`src/rtl/pgen_pkg.sv`:
```
package pgen_pkg;
  typedef enum logic [2:0] {
    MODE_OFF  = 3'd0,
    MODE_INT  = 3'd1,
    MODE_EXT  = 3'd2,
    MODE_MAN  = 3'd3,
    MODE_GATE = 3'd4
  } pgen_mode_e;
endpackage

```
`src/rtl/pgen_trig_sync.sv`:
```
module pgen_trig_sync #(
  parameter int STAGES = 2
) (
  input  logic clk,
  input  logic rst_n,
  input  logic async_i,
  output logic rise_o
);
  logic [STAGES-1:0] chain_q;
  logic [STAGES-1:0] chain_d;
  logic              prev_q;

  generate
    if (STAGES == 1) begin : g_one
      assign chain_d = async_i;
    end else begin : g_many
      assign chain_d = {chain_q[STAGES-2:0], async_i};
    end
  endgenerate

  always_ff @(posedge clk or negedge rst_n) begin
    if (!rst_n) begin
      chain_q <= '0;
      prev_q  <= 1'b0;
    end else begin
      chain_q <= chain_d;
      prev_q  <= chain_q[STAGES-1];
    end
  end

  assign rise_o = chain_q[STAGES-1] & ~prev_q;
endmodule

```
`src/rtl/pgen_len.sv`:
```
module pgen_len #(
  parameter int CNT_W = 16,
  localparam int PH_W = CNT_W + 1
) (
  input  logic [CNT_W-1:0] period_i,
  input  logic [CNT_W-1:0] delay_i,
  input  logic [CNT_W-1:0] width_i,
  output logic [PH_W-1:0]  span_o,
  output logic [PH_W-1:0]  len_o,
  output logic             err_o
);
  always_comb begin
    span_o = {1'b0, delay_i} + {1'b0, width_i};
    err_o  = span_o >= {1'b0, period_i};
    len_o  = err_o ? span_o + PH_W'(1) : {1'b0, period_i};
  end
endmodule

```
`src/rtl/pgen_seq.sv`:
```
module pgen_seq
  import pgen_pkg::*;
#(
  parameter int CNT_W = 16,
  localparam int PH_W = CNT_W + 1
) (
  input  logic            clk,
  input  logic            rst_n,
  input  pgen_mode_e      mode_i,
  input  logic            gate_i,
  input  logic            ext_rise_i,
  input  logic            man_req_i,
  input  logic [PH_W-1:0] len_i,
  output logic            active_o,
  output logic [PH_W-1:0] phase_o
);
  logic            act_q, act_d;
  logic [PH_W-1:0] ph_q, ph_d;
  logic            last, rearm, start, upd;

  always_comb begin
    last  = ph_q >= (len_i - PH_W'(1));
    rearm = (mode_i == MODE_INT) || ((mode_i == MODE_GATE) && gate_i);
    start = rearm || ((mode_i == MODE_EXT) && ext_rise_i) ||
            ((mode_i == MODE_MAN) && man_req_i);
    upd   = act_q | start;
    act_d = act_q;
    ph_d  = ph_q;
    if (act_q) begin
      if (last) begin
        ph_d = '0;
        if (!rearm) act_d = 1'b0;
      end else begin
        ph_d = ph_q + PH_W'(1);
      end
    end else if (start) begin
      act_d = 1'b1;
      ph_d  = '0;
    end
  end

  always_ff @(posedge clk or negedge rst_n) begin
    if (!rst_n) begin
      act_q <= 1'b0;
      ph_q  <= '0;
    end else if (upd) begin
      act_q <= act_d;
      ph_q  <= ph_d;
    end
  end

  assign active_o = act_q;
  assign phase_o  = ph_q;

  p_busy_ignore_r9: assert property (@(posedge clk) disable iff (!rst_n)
    (act_q && ((ph_q + PH_W'(1)) < len_i)) |=> (act_q && ph_q != '0));

  p_gate_stop_r10: assert property (@(posedge clk) disable iff (!rst_n)
    (mode_i == MODE_GATE && act_q && last && !gate_i) |=> !act_q);

  p_off_idle_r12: assert property (@(posedge clk) disable iff (!rst_n)
    (!act_q && mode_i == MODE_OFF) |=> !act_q);
endmodule

```
`src/rtl/pgen_shape.sv`:
```
module pgen_shape #(
  parameter int CNT_W = 16,
  localparam int PH_W = CNT_W + 1
) (
  input  logic             active_i,
  input  logic [PH_W-1:0]  phase_i,
  input  logic [PH_W-1:0]  span_i,
  input  logic [CNT_W-1:0] delay_i,
  input  logic [CNT_W-1:0] width_i,
  input  logic             double_i,
  output logic             sync_o,
  output logic             pos_o,
  output logic             neg_o
);
  logic in_main, in_first;

  always_comb begin
    in_main  = (phase_i >= {1'b0, delay_i}) && (phase_i < span_i);
    in_first = double_i && (phase_i < {1'b0, width_i});
    sync_o   = active_i && (phase_i == '0);
    pos_o    = active_i && (in_main || in_first);
    neg_o    = ~pos_o;
  end
endmodule

```
`src/rtl/pgen_top.sv`:
```
module pgen_top
  import pgen_pkg::*;
#(
  parameter int CNT_W   = 16,
  parameter int SYNC_FF = 2
) (
  input  logic             clk,
  input  logic             rst_n,
  input  logic [2:0]       cfg_mode_i,
  input  logic             cfg_double_i,
  input  logic [CNT_W-1:0] cfg_period_i,
  input  logic [CNT_W-1:0] cfg_delay_i,
  input  logic [CNT_W-1:0] cfg_width_i,
  input  logic             ext_trig_i,
  input  logic             gate_i,
  input  logic             man_req_i,
  output logic             sync_o,
  output logic             pulse_p_o,
  output logic             pulse_n_o,
  output logic             cfg_err_o
);
  localparam int PH_W = CNT_W + 1;

  pgen_mode_e      mode;
  logic            ext_rise;
  logic [PH_W-1:0] span, len, phase;
  logic            active;

  assign mode = pgen_mode_e'(cfg_mode_i);

  pgen_trig_sync #(.STAGES(SYNC_FF)) u_sync (
    .clk(clk), .rst_n(rst_n), .async_i(ext_trig_i), .rise_o(ext_rise)
  );

  pgen_len #(.CNT_W(CNT_W)) u_len (
    .period_i(cfg_period_i), .delay_i(cfg_delay_i), .width_i(cfg_width_i),
    .span_o(span), .len_o(len), .err_o(cfg_err_o)
  );

  pgen_seq #(.CNT_W(CNT_W)) u_seq (
    .clk(clk), .rst_n(rst_n), .mode_i(mode), .gate_i(gate_i),
    .ext_rise_i(ext_rise), .man_req_i(man_req_i), .len_i(len),
    .active_o(active), .phase_o(phase)
  );

  pgen_shape #(.CNT_W(CNT_W)) u_shape (
    .active_i(active), .phase_i(phase), .span_i(span),
    .delay_i(cfg_delay_i), .width_i(cfg_width_i), .double_i(cfg_double_i),
    .sync_o(sync_o), .pos_o(pulse_p_o), .neg_o(pulse_n_o)
  );

  p_ext_start_r7: assert property (@(posedge clk) disable iff (!rst_n)
    (mode == MODE_EXT && !active && ext_rise) |=> sync_o);

  p_man_start_r8: assert property (@(posedge clk) disable iff (!rst_n)
    (mode == MODE_MAN && !active && man_req_i) |=> sync_o);

  p_stretch_r11: assert property (@(posedge clk) disable iff (!rst_n)
    (active && (phase + PH_W'(1)) == len) |->
      (phase >= ({1'b0, cfg_delay_i} + {1'b0, cfg_width_i})));
endmodule

```
`config.mk`:
```
export PLATFORM = sky130hd
export DESIGN_NAME = pgen_top
export DESIGN_NICKNAME = d
export VERILOG_FILES = /design/src/rtl/pgen_pkg.sv /design/src/rtl/pgen_trig_sync.sv /design/src/rtl/pgen_len.sv /design/src/rtl/pgen_seq.sv /design/src/rtl/pgen_shape.sv /design/src/rtl/pgen_top.sv
export SDC_FILE = /design/constraint.sdc
export NUM_CORES = 1
export LEC_CHECK = 0
export BUFFER_PORTS_ARGS = -buffer_cell sky130_fd_sc_hd__buf_2
export CAP_MARGIN = 25
export CORE_ASPECT_RATIO = 1.4
export CORE_MARGIN = 4
export CORE_UTILIZATION = 55
export CTS_CLUSTER_SIZE = 30
export DETAILED_ROUTE_END_ITERATION = 7
export GPL_TIMING_DRIVEN = 0
export PLACE_DENSITY_LB_ADDON = 0.15
export SETUP_SLACK_MARGIN = 0.5
export SLEW_MARGIN = 10
export SYNTH_ARGS = -nofsm -noshare
export SYNTH_HDL_FRONTEND = slang
export SYNTH_SLANG_ARGS = --single-unit
```
`constraint.sdc`:
```
create_clock -name clk -period 4.1 [get_ports clk]
set_input_delay 0 -clock clk [delete_from_list [all_inputs] [get_ports clk]]
set_output_delay 0 -clock clk [all_outputs]
set_load 0.01 [all_outputs]
```
==> results of run 1 <==
## metrics by stage
step	total power [mW]	TNS [ns]
final	2.40	-40.63
after floorplan	1.50	-38.23
after global routing	2.62	-45.68
after detailed placement	1.90	-60.28
after CTS	2.30	-39.84
after global placement	1.84	-58.63
## worst register-to-register path, delay by kind of cell, from the launching register on
| family | cells | cell delay [ns] |
|---|---|---|
| buffers and inverters | 5 | 0.66 |
| AND/OR/NAND/NOR | 2 | 0.19 |
| adder cells (fa/ha/maj) | 1 | 0.30 |
| AO/OA/AOI/OAI | 8 | 1.56 |
| flip-flops | 1 | 0.44 |
## area by class of cell
type,instances,area (um2)
multi-input combinational,552,4610
fill,715,2560
timing repair buffer,104,698
sequential,21,526
inverter,78,302
buffer,17,176
tap,107,134
clock buffer,3,75.1
clock inverter,1,7.51
## final timing paths
| path | startpoint | to | slack [ns] | cells after the start |
|---|---|---|---|---|
| max in group asynchronous | rst_n | u_seq.phase_o[3] | 3.53 | 2 |
| worst max-delay path | cfg_width_i[0] | u_seq.phase_o[12] | -2.38 | 39 |
| worst min register to register | u_sync.chain_q[0] | u_sync.chain_q[1] | 0.37 | 0 |
| min in group asynchronous | rst_n | u_seq.phase_o[15] | 0.23 | 2 |
| worst max register to register | u_seq.phase_o[0] | u_seq.phase_o[12] | 0.87 | 16 |
| worst min-delay path | cfg_mode_i[1] | u_seq.active_o | 0.18 | 3 |
## report_power, final
part / internal, mW / switching, mW / leakage, nW
registers: 0.265 / 0.161 / 0.265
logic: 0.853 / 0.903 / 3.03
clock network: 0.132 / 0.0856 / 0.0371
## Yosys cell counts (all sizes together) (3+ instances only)
master and number:
nand3 28, clkbuf 4, nand4 13, nand3b 3, nor2 44, o2111ai 3, a21o 33, and3 17
or2 4, a211oi 8, a2111oi 4, xnor2 23, nand2 36, o21a 8, a31oi 12, o31ai 5
o21ai 28, buf 13, nor4 7, nor3 20, ha 100, xor2 7, dfrtp 21, o31a 4
mux2i 4, or3 6, a211o 5, a21oi 45, nand2b 17, and2 8, nor2b 6, mux2 3
and4 3, o211ai 5, inv 78
## per-layer routing
| layer | part of all wire [%] | global-route usage [%] | routed length (um) | up-vias |
|---|---|---|---|---|
| met4 | 4.7 | 14.1 | 753 | 0 |
| met2 | 52 | 52.7 | 8330 | 186 |
| met3 | 4.0 | 1.68 | 648 | 56 |
| li1 | - | - | - | 2682 |
| met1 | 39 | 31.8 | 6320 | 2592 |
| met5 | 0 | 0 | 0 | - |
## cell families after synthesis
| kind of cell | after synthesis | synth area share, % |
|---|---|---|
| muxes | 7 | 1.44 |
| AOI/OAI and AO/OA | 191 | 26.9 |
| and+or+nand+nor | 223 | 23.7 |
| adders and majority gates | 101 | 24.7 |
| buffers and inverters | 95 | 7.77 |
| xor gates and xnor gates | 30 | 5.26 |
| DFF | 21 | 10.2 |
## sequential cells by signal, summed over array words and instances (netlist names)
name and count:
u_sync.chain_q 2, u_sync.prev_q 1, u_seq.phase_o 17, u_seq.active_o 1
## layout by cell type, fill, tap and decap left out, drive strengths merged, types with 12 or more instances in the layout
cell type  count
ha           100
a21o          33
inv           77
nand3         28
buf          113
a31oi         12
nor3          20
nand2b        17
a21oi         45
dfrtp         21
and3          17
nand2         36
nand4         13
o21ai         28
xnor2         23
nor2          44
## repair_timing
item	CTS	global route
endpoints found under the hold margin	22	0
hold buffers	2	0
pin swaps	35	17
gates cloned	2	0
setup buffers	32	7
endpoints found under the setup margin	19	21
gates resized for setup	47	22
==> flow_summary.ini, run 1 <==
[routing]
drtPass1Iterations = 6
route.detailed.drc = 0
wl_per_cell_um = 18.2
num_vias = 5516
drtAntennaViolNets = 0
totalWireLength_mm = 16.0
drt_iter0_drc = 311
via_per_inst = 6.25

[global_routing]
grt_pass1_vias = 5421
overflow = 0
grt_pass1_wl_mm = 24.8
grtUsageTotal_pct = 28.5
antenna_found_initial = 0
grt_max_degree = 22

[placement]
dpl.cell_count = 836
hpwl_mm = 11.9
gp_congestion = 0.890
pre_cts_ws_ns = -3.39
port_buffers = 60
placed_area_um2 = 5700

[timing]
tightestPinTransition_ns = 0.717
hold_viol = 0
skew_ns = 0.00151
slew_headroom_pct = 50.9
setup_ws_ns = -2.38
finalHoldWorstSlack_ns = 0.185
period_share_pct = 158
max_clock_freq_ghz = 0.154
finalCriticalPeriod_ns = 6.48
slew_violations = 0
finalSetupViolations = 18
rsz0062_at_grt = yes

[worst_setup_path]
slowest_delay_ns = 0.51
cp.required_ns = 4.27
startpoint_type = input pin
path_buf_inv = 12
critPathCaptureType = register
cpMostUsedCell = buf_6
crit_type = input pin to register
slowest_stage = o41a_1
crit_family = compound AO/OA/AOI/OAI gates
critPathMaxFanout = 8
critPathArrivalTime_ns = 6.65

[min_path]
hp-class = input pin to register

[clocking]
cts.sinks = 21
cts_buffer_depth = 2
cts_tree = yes
path_clk_slew_ns = 0.06
insertion_delay_ns = 0.26
clockRootBuffer = clkbuf_16
cts_inserted_buffers = 3
htreeDepth = 1

[synthesis]
ys_top_cells_by_area = ha_1 24%, dfrtp_1 10%, inv_1 5.5%
synth_edf_count = 0
synth_cell_type_count = 88
yosysTopAreaCell = ha_1
syn_inst = 668
synth_area_um2 = 5140
synth-seq-cells = 21
avgSynthCellArea_um2 = 7.69
async_reset_ff_share_pct = 100
synth_top_area_share_pct = 24.4
syn_nets = 826
seq_area_frac_synth_pct = 10.2
synth-main-ff-cell = dfrtp_1
yosysWarnings = 0

[die]
coreArea_um2 = 9080
die_h_um = 122
die_w_um = 89.7
initial_core_util_pct = 56.6
die_area_um2 = 11000
fp-row-count = 41
io-pin-count = 61

[status]
violations = setup timing
status = finished, violations left

[pwr]
power.leakage_nw = 3.33
peakVddDrop_mv = 0.371
powerDensity_nw_per_um2 = 368

[final_layout]
area_growth_syn_to_layout_pct = 27.0
drive_above_1_share_pct = 24.9
finalNonFillerCells = 883
final_nets = 935
insertedDiodeCount = 0
finalInstanceArea_um2 = 6520
postLayoutCoreUtil_pct = 71.8

[flow_run]
cap_violations = 0
No activity file was read; power rests on OpenSTA's default activity.
==> run 2: changes to the inputs <==
- REMOVE_ABC_BUFFERS: default -> 1
- SLEW_MARGIN: 10 -> 20
==> flow_summary.ini, run 2 (synthesis results as in run 1) <==
[status]
status = finished, violations left
violations = setup timing

[worst_setup_path]
critPathArrivalTime_ns = 6.58
critPathCaptureType = register
slowest_stage = o41ai_4
slowest_delay_ns = 0.44
critPathMaxFanout = 9
cpMostUsedCell = buf_4
startpoint_type = input pin
crit_type = input pin to register
cp.required_ns = 4.29

[timing]
skew_ns = 0.00483
max_clock_freq_ghz = 0.156
setup_ws_ns = -2.29
tightestPinTransition_ns = 0.717
hold_viol = 0
setup_tns_ns = -40.47
finalCriticalPeriod_ns = 6.39
period_share_pct = 156
slew_headroom_pct = 51.0
finalSetupViolations = 18
slew_violations = 0
rsz0062_at_grt = yes

[clocking]
htreeDepth = 1
insertion_delay_ns = 0.26
cts_inserted_buffers = 3
cts_buffer_depth = 2
path_clk_slew_ns = 0.06
clockRootBuffer = clkbuf_16
cts_tree = yes
cts.sinks = 21

[final_layout]
fillers = 738
final_nets = 924
final_common_cell = ha_1
finalNonFillerCells = 872
final_cell_mix = 91 x ha_1, 73 x inv_1, 57 x buf_2
register_area_um2 = 526
largest_register_ffs = 17
area_growth_syn_to_layout_pct = 23.9
insertedDiodeCount = 0
multiInputGateArea_um2 = 4540
drive_above_1_share_pct = 25.4

[placement]
port_buffers = 60
hpwl_mm = 11.5
dpl.cell_count = 819
pre_cts_ws_ns = -5.09
gp_congestion = 0.833

[flow_run]
cap_violations = 0

[min_path]
hp-class = input pin to register

[global_routing]
grtUsageTotal_pct = 27.2
overflow = 0
grt_max_degree = 22
grt_pass1_vias = 5454
grt_pass1_wl_mm = 24.0
antenna_found_initial = 0

[die]
initial_core_util_pct = 56.6
die_w_um = 89.7
coreArea_um2 = 9080
die_area_um2 = 11000
io-pin-count = 61
die_h_um = 122
fp-row-count = 41

[pwr]
power.leakage_nw = 3.30
powerDensity_nw_per_um2 = 367
peakVddDrop_mv = 0.399

[routing]
num_vias = 5487
route.detailed.drc = 0
totalWireLength_mm = 15.3
drtAntennaViolNets = 0
via_per_inst = 6.29
drt_iter0_drc = 233
wl_per_cell_um = 17.5
drtPass1Iterations = 5
-- run 2: cell count changes in the layout (fill, tap and decap cells not counted), sizes merged --
cell | previous run | this run
buf | 113 | 107
bufbuf | 1 | 0
clkbuf | 8 | 3
clkinvlp | 2 | 3
-- run 2: final timing paths --
path | startpoint | endpoint | slack (ns) | cells past startpoint
worst max-delay path | cfg_delay_i[0] | u_seq.phase_o[11] | -2.29 | 36
worst min-delay path | cfg_mode_i[1] | u_seq.active_o | 0.18 | 3
worst max register to register | u_seq.phase_o[0] | u_seq.phase_o[11] | 1.05 | 15
worst min register to register | u_sync.chain_q[0] | u_sync.chain_q[1] | 0.36 | 0
max in group asynchronous | rst_n | u_sync.chain_q[1] | 3.53 | 2
min in group asynchronous | rst_n | u_seq.phase_o[16] | 0.24 | 2
-- run 2: layout make-up --
class	count	share of cell area, %
clock buffers	3	1.18
multi-input cells	552	71.3
repair buffers	109	12.2
well taps	107	2.10
flip-flops and latches	21	8.25
inverters	78	4.70
clock inverters	1	0.118
repair inverters	1	0.118
-- run 2: stage by stage --
stage / util (%) / instance area, um2 / hold WS [ns] / total power [mW]
3_3_place_gp: 60.2 / 5470 / -0.0134 / 1.74
5_1_grt: 70.1 / 6370 / 0.212 / 2.56
3_5_place_dp: 60.6 / 5500 / -0.00875 / 1.83
6_report: 70.1 / 6370 / 0.179 / 2.34
4_1_cts: 67.6 / 6140 / 0.178 / 2.23
2_1_floorplan: - / 5030 / -0.296 / 1.42
-- run 2: timing repair --
| action | 4_1_cts | 5_1_grt |
|---|---|---|
| pin swaps | 27 | 30 |
| gates resized for setup | 71 | 24 |
| hold endpoints to repair | 22 | 0 |
| buffers inserted | 28 | 17 |
| endpoints found under the setup margin | 21 | 21 |
| hold buffers | 2 | 0 |
| gates cloned | 2 | 0 |
-- run 2: power breakdown --
group	leakage (nW)	total (mW)	internal, mW	switching (mW)
logic	2.99	1.70	0.820	0.884
registers	0.265	0.419	0.265	0.154
clock network	0.0371	0.214	0.132	0.0820
total	3.30	2.34	1.22	1.12
-- run 2: critical path, delay by kind of cell --
family	cells	cell delay (ns)
fa+ha+maj	5	1.45
compound gates	13	2.55
xor+xnor	1	0.22
simple gates	6	0.78
mux	2	0.42
buf+inv	9	1.15
-- run 2: layer usage --
layer  vias to the layer above  GRT usage (%)  share of wire [%]
li1                       2668              -                  -
met1                      2604           31.3                 41
met2                       160           49.4                 52
met3                        55           1.61                3.1
met4                         0           13.3                4.3
met5                         -              0                  0
